==> config.mk <==
export PLATFORM = sky130hd
export DESIGN_NAME = i2c_target_rx
export DESIGN_NICKNAME = d
export VERILOG_FILES = /design/src/rtl/i2c_rx_pkg.sv /design/src/rtl/i2c_bus_sync.sv /design/src/rtl/i2c_byte_shift.sv /design/src/rtl/i2c_addr_match.sv /design/src/rtl/i2c_target_rx.sv
export SDC_FILE = /design/constraint.sdc
export NUM_CORES = 1
export LEC_CHECK = 0
export BUFFER_PORTS_ARGS = -buffer_cell sky130_fd_sc_hd__buf_2
export CELL_PAD_IN_SITES_DETAIL_PLACEMENT = 0
export CELL_PAD_IN_SITES_GLOBAL_PLACEMENT = 1
export CORE_UTILIZATION = 40
export DETAILED_ROUTE_END_ITERATION = 7
export HOLD_SLACK_MARGIN = 0.03
export PLACE_DENSITY_LB_ADDON = 0.1
export REMOVE_ABC_BUFFERS = 1
export SLEW_MARGIN = 20
export SYNTH_ARGS = -nofsm -noshare
export SYNTH_HDL_FRONTEND = slang
export SYNTH_HIERARCHICAL = 1
export SYNTH_SLANG_ARGS = --single-unit
==> constraint.sdc <==
create_clock -name clk -period 3.4 [get_ports clk]
set_clock_uncertainty 0.2 [all_clocks]
set_input_delay 0.68 -clock clk [delete_from_list [all_inputs] [get_ports clk]]
set_output_delay 0.68 -clock clk [all_outputs]
set_load 0.01 [all_outputs]
==> src/rtl/i2c_rx_pkg.sv <==
package i2c_rx_pkg;

    localparam int BYTE_W = 8;
    localparam int ADDR_W = 10;
    localparam int CNT_W  = $clog2(BYTE_W + 1);

    localparam logic [4:0] TEN_BIT_TAG = 5'b11110;

    typedef enum logic [2:0] {
        ST_IDLE,
        ST_ADDR1,
        ST_ADDR2,
        ST_DATA,
        ST_ACK,
        ST_IGNORE
    } rx_state_e;

    typedef enum logic [1:0] {
        DEC_REJECT,
        DEC_FULL,
        DEC_TEN_HI
    } addr_dec_e;

    typedef struct packed {
        logic scl;
        logic sda;
        logic scl_rise;
        logic scl_fall;
        logic start;
        logic stop;
    } bus_ev_t;

    typedef struct packed {
        logic [ADDR_W-1:0] own;
        logic              ten_bit;
        logic              gc_en;
        logic              accept_all;
    } cfg_t;

    function automatic logic ten_hi_ok(input logic [BYTE_W-1:0] b,
                                       input logic [1:0] own_hi);
        return (b[7:3] == TEN_BIT_TAG) && (b[2:1] == own_hi) && !b[0];
    endfunction

endpackage

==> src/rtl/i2c_bus_sync.sv <==
module i2c_bus_sync
    import i2c_rx_pkg::*;
#(
    parameter int STAGES = 2
) (
    input  logic    clk,
    input  logic    rst,
    input  logic    scl_i,
    input  logic    sda_i,
    output bus_ev_t ev_o
);
    logic [STAGES-1:0] scl_pipe;
    logic [STAGES-1:0] sda_pipe;
    logic              scl_q;
    logic              sda_q;
    logic              scl_now;
    logic              sda_now;

    always_ff @(posedge clk) begin
        if (rst) begin
            scl_pipe <= '1;
            sda_pipe <= '1;
            scl_q    <= 1'b1;
            sda_q    <= 1'b1;
        end else begin
            scl_pipe <= {scl_pipe[STAGES-2:0], scl_i};
            sda_pipe <= {sda_pipe[STAGES-2:0], sda_i};
            scl_q    <= scl_pipe[STAGES-1];
            sda_q    <= sda_pipe[STAGES-1];
        end
    end

    assign scl_now = scl_pipe[STAGES-1];
    assign sda_now = sda_pipe[STAGES-1];

    always_comb begin
        ev_o.scl      = scl_now;
        ev_o.sda      = sda_now;
        ev_o.scl_rise = scl_now & ~scl_q;
        ev_o.scl_fall = ~scl_now & scl_q;
        ev_o.start    = scl_now & scl_q & ~sda_now & sda_q;
        ev_o.stop     = scl_now & scl_q & sda_now & ~sda_q;
    end

endmodule

==> src/rtl/i2c_byte_shift.sv <==
module i2c_byte_shift
    import i2c_rx_pkg::*;
(
    input  logic              clk,
    input  logic              rst,
    input  logic              clr_i,
    input  logic              shift_i,
    input  logic              bit_i,
    output logic [BYTE_W-1:0] byte_o,
    output logic              full_o
);
    logic [CNT_W-1:0]  bit_cnt;
    logic [BYTE_W-1:0] sreg;

    assign full_o = (bit_cnt == CNT_W'(BYTE_W));
    assign byte_o = sreg;

    always_ff @(posedge clk) begin
        if (rst) begin
            bit_cnt <= '0;
            sreg    <= '0;
        end else if (clr_i) begin
            bit_cnt <= '0;
        end else if (shift_i && !full_o) begin
            sreg    <= {sreg[BYTE_W-2:0], bit_i};
            bit_cnt <= bit_cnt + 1'b1;
        end
    end

endmodule

==> src/rtl/i2c_addr_match.sv <==
module i2c_addr_match
    import i2c_rx_pkg::*;
(
    input  cfg_t              cfg_i,
    input  logic              second_i,
    input  logic [BYTE_W-1:0] byte_i,
    output addr_dec_e         dec_o
);
    always_comb begin
        dec_o = DEC_REJECT;
        if (second_i) begin
            if (byte_i == cfg_i.own[7:0]) dec_o = DEC_FULL;
        end else if (cfg_i.accept_all) begin
            dec_o = DEC_FULL;
        end else if (byte_i == '0) begin
            if (cfg_i.gc_en) dec_o = DEC_FULL;
        end else if (cfg_i.ten_bit) begin
            if (ten_hi_ok(byte_i, cfg_i.own[9:8])) dec_o = DEC_TEN_HI;
        end else if (byte_i[7:1] == cfg_i.own[6:0]) begin
            dec_o = DEC_FULL;
        end
    end

endmodule

==> src/rtl/i2c_target_rx.sv <==
module i2c_target_rx
    import i2c_rx_pkg::*;
#(
    parameter int SYNC_STAGES = 2
) (
    input  logic              clk,
    input  logic              rst,
    input  logic              scl_i,
    input  logic              sda_i,
    output logic              sda_pull_o,
    input  logic [ADDR_W-1:0] own_addr_i,
    input  logic              ten_bit_i,
    input  logic              gcall_en_i,
    input  logic              accept_all_i,
    input  logic              rx_pop_i,
    output logic [BYTE_W-1:0] rx_data_o,
    output logic              rx_full_o,
    output logic              is_data_o,
    output logic              is_read_o,
    output logic              irq_o
);
    bus_ev_t           ev;
    cfg_t              cfg;
    rx_state_e         state;
    rx_state_e         ret_state;
    addr_dec_e         dec;
    logic [BYTE_W-1:0] shift_byte;
    logic              byte_full;
    logic              receiving;
    logic              second_phase;
    logic              shift_en;
    logic              shift_clr;
    logic              byte_done;
    logic              scl_sync;
    logic              in_ignore;

    assign cfg = '{own: own_addr_i, ten_bit: ten_bit_i,
                   gc_en: gcall_en_i, accept_all: accept_all_i};

    assign receiving    = (state == ST_ADDR1) || (state == ST_ADDR2) || (state == ST_DATA);
    assign second_phase = (state == ST_ADDR2);
    assign shift_en     = ev.scl_rise && receiving;
    assign shift_clr    = ev.start || ev.stop || ((state == ST_ACK) && ev.scl_fall);
    assign byte_done    = ev.scl_fall && byte_full && receiving;
    assign scl_sync     = ev.scl;
    assign in_ignore    = (state == ST_IGNORE);

    i2c_bus_sync #(.STAGES(SYNC_STAGES)) u_sync (
        .clk   (clk),
        .rst   (rst),
        .scl_i (scl_i),
        .sda_i (sda_i),
        .ev_o  (ev)
    );

    i2c_byte_shift u_shift (
        .clk     (clk),
        .rst     (rst),
        .clr_i   (shift_clr),
        .shift_i (shift_en),
        .bit_i   (ev.sda),
        .byte_o  (shift_byte),
        .full_o  (byte_full)
    );

    i2c_addr_match u_match (
        .cfg_i    (cfg),
        .second_i (second_phase),
        .byte_i   (shift_byte),
        .dec_o    (dec)
    );

    always_ff @(posedge clk) begin
        if (rst) begin
            state      <= ST_IDLE;
            ret_state  <= ST_IDLE;
            sda_pull_o <= 1'b0;
            rx_data_o  <= '0;
            rx_full_o  <= 1'b0;
            is_data_o  <= 1'b0;
            is_read_o  <= 1'b0;
            irq_o      <= 1'b0;
        end else begin
            irq_o <= 1'b0;
            if (rx_pop_i) rx_full_o <= 1'b0;
            if (ev.stop) begin
                state      <= ST_IDLE;
                sda_pull_o <= 1'b0;
            end else if (ev.start && (state != ST_IGNORE)) begin
                state      <= ST_ADDR1;
                sda_pull_o <= 1'b0;
            end else begin
                case (state)
                    ST_ADDR1, ST_ADDR2: begin
                        if (byte_done) begin
                            case (dec)
                                DEC_FULL: begin
                                    sda_pull_o <= 1'b1;
                                    rx_data_o  <= shift_byte;
                                    rx_full_o  <= 1'b1;
                                    is_data_o  <= 1'b0;
                                    is_read_o  <= second_phase ? 1'b0 : shift_byte[0];
                                    irq_o      <= 1'b1;
                                    ret_state  <= (!second_phase && shift_byte[0]) ? ST_IGNORE : ST_DATA;
                                    state      <= ST_ACK;
                                end
                                DEC_TEN_HI: begin
                                    sda_pull_o <= 1'b1;
                                    ret_state  <= ST_ADDR2;
                                    state      <= ST_ACK;
                                end
                                default: state <= ST_IGNORE;
                            endcase
                        end
                    end
                    ST_DATA: begin
                        if (byte_done) begin
                            state     <= ST_ACK;
                            ret_state <= ST_DATA;
                            if (!rx_full_o) begin
                                sda_pull_o <= 1'b1;
                                rx_data_o  <= shift_byte;
                                rx_full_o  <= 1'b1;
                                is_data_o  <= 1'b1;
                                irq_o      <= 1'b1;
                            end
                        end
                    end
                    ST_ACK: begin
                        if (ev.scl_fall) begin
                            sda_pull_o <= 1'b0;
                            state      <= ret_state;
                        end
                    end
                    default: ;
                endcase
            end
        end
    end

endmodule

==> flow_summary_export.csv <==
group,metric,value,unit
clock_tree,cts_made_buffers,5,
global_routing,grt-ovfl-total,0,
die,die_x,73.3,um
critical_path,crit_path_max_incr_delay,0.56,ns
timing,fmax,0.346,GHz
timing,setup_viol,0,
run,drv_cap,0,
global_routing,grt_pass1_vias,1485,
die,rows,25,
worst_hold_path,min_from,"u_sync/scl_pipe[0]",
worst_hold_path,holdPathStages,1,
clock_tree,cts-root-buf,"clkbuf_8",
critical_path,startpoint,"state[2]",
route,vias,1677,
route,viasPerCell,5.18,
timing,hold_slack,0.203,ns
timing,slew_viol_final,0,
timing,fin_setup_tns,0,ns
critical_path,worstRegToRegCells,12,
timing,hold_violations,0,
critical_path,rr_startpoint,"state[2]",
clock_tree,h-tree-depth,2,
cells_and_area,num_antenna_cells,0,
timing,maxSlewHeadroom,60.2,%
timing,rsz0062_at_grt,"no",
global_routing,track_usage,16.8,%
worst_hold_path,hold_class,"reg -> reg",
clock_tree,clockBufferDepth,2,
clock_tree,post_cts_buffers,0,
timing,tightest_slew,0.595,ns
cells_and_area,syn2layout_area_growth,15.9,%
critical_path,cp.arrival,2.88,ns
critical_path,crit_path_cell_trace,"or2b_1 > nor2_1 > nor2_1 > nand4_1 > nor3_1 > inv_1 > ha_1 > and2b_1 > o21ai_1 > a21oi_1 > buf_4 > o211a_1",
die,start_util,42.2,%
critical_path,cp-start-kind,"register",
power,ir_drop,0.249,mV
route,dr.pass1.iters,4,
outcome,status,"complete, no violations",
critical_path,regToRegEndpoint,"is_data_o",
synth,netlist_area,2030,sq um
critical_path,critPathMaxFanout,11,
critical_path,required,3.39,ns
die,dieArea,5370,sq um
timing,fin_crit_sh,85.0,%
power,power_density,377,nW/um^2
die,dieHeight,73.3,um
critical_path,worst-path-buf-inv,2,
critical_path,crit_cells,12,
route,wl,4190,um
cells_and_area,layoutNonFillerInstCount,324,
cells_and_area,drive_above_1_share,19.8,%
critical_path,critPathKind,"reg -> reg",
synth,avgSynthCellArea,9.12,sq um
critical_path,worst_path_max_delay_cell,"dfxtp_1",
critical_path,cp_common_cell,"nor2_1",
clock_tree,cts_hold_buf,0,
critical_path,reg2reg_setup_slack,0.51,ns
clock_tree,clk_pin_slew,0.07,ns
global_routing,antenna_found_initial,0,
timing,period_needed,2.89,ns
critical_path,critical-path-top-delay-family,"simple AND/OR/NAND/NOR gates",
critical_path,cp-end-kind,"register",
route,ant_nets,0,
power,total_power,0.889,mW
cells_and_area,fin_util,48.9,%
route,wl_per_cell,12.9,um
clock_tree,ctsResizeCount,0,
clock_tree,clkLatencyLatePin,0.29,ns
synth,ys.warnings.count,6,
clock_tree,tritoncts,"done",
worst_hold_path,hold-path-endpoint,"u_sync/scl_pipe[1]",
global_routing,grt_pass1_wl,6840,um
placed_design,port_buffers,30,
placed_design,gp_congestion,0.751,
power,leakagePower,0.952,nW
global_routing,grt_max_degree,27,
route,drt-initial-drc-count,85,
die,fp.coreArea,4820,sq um
route,post-route-drc-count,0,
cells_and_area,fin_nets,278,
die,io_pins,31,
synth,synthCells,223,
placed_design,place_inst,316,
clock_tree,numClockSinks,37,
placed_design,dp_hpwl,3160,um
## report_power, final
group / switching (mW) / internal (mW)
sequential: 0.00183 / 0.437
clock: 0.152 / 0.239
combinational: 0.0338 / 0.0252
## routing by layer
layer	global-route usage, %	vias to the layer above	part of all wire (%)
met5	0	-	0
met4	8.12	0	1.3
met3	3.43	7	3.2
met2	24.8	28	46
met1	23.5	806	50
li1	-	836	-
## layout make-up
cell class | count | area (sq um)
multi-input combinational | 168 | 1200
inverter | 11 | 43.8
fill | 498 | 2460
timing repair buffer | 33 | 173
tap | 67 | 83.8
sequential | 37 | 741
clock buffer | 7 | 86.3
clock inverter | 1 | 30.0
## stage by stage
step	cell area (sq um)	setup WS, ns
5_1_grt	2360	0.251
3_5_place_dp	2240	0.435
4_1_cts	2360	0.468
2_1_floorplan	1980	0.506
3_3_place_gp	2240	0.481
6_report	2360	0.511
## cells in the final DEF (no fill, tap or decap), drive strengths merged, types with 3 or more instances in the layout
cell type	count
a21oi	11
clkbuf	7
nor3b	4
nand2	24
mux2i	16
ha	4
o21ai	7
nor4	4
xor2	17
nor2b	6
inv	10
dfxtp	37
nor3	7
nor2	7
a211oi	4
or2	7
nand4	7
nand3b	3
buf	33
nand2b	12
nand3	3
## sequential cells by signal, summed over array words and instances (netlist names), 2 cells and up
register	count
ret_state	3
u_sync/scl_pipe	2
u_shift/byte_o	8
u_shift/bit_cnt	4
state	3
u_sync/sda_pipe	2
rx_data_o	8
## worst max-delay path by stage
stage | to
final | is_data_o
after floorplan | rx_data_o[0]
after global placement | state[0]
after global routing | is_data_o
after CTS | is_data_o
after detailed placement | state[0]
Power figures use the tool's default switching activity.
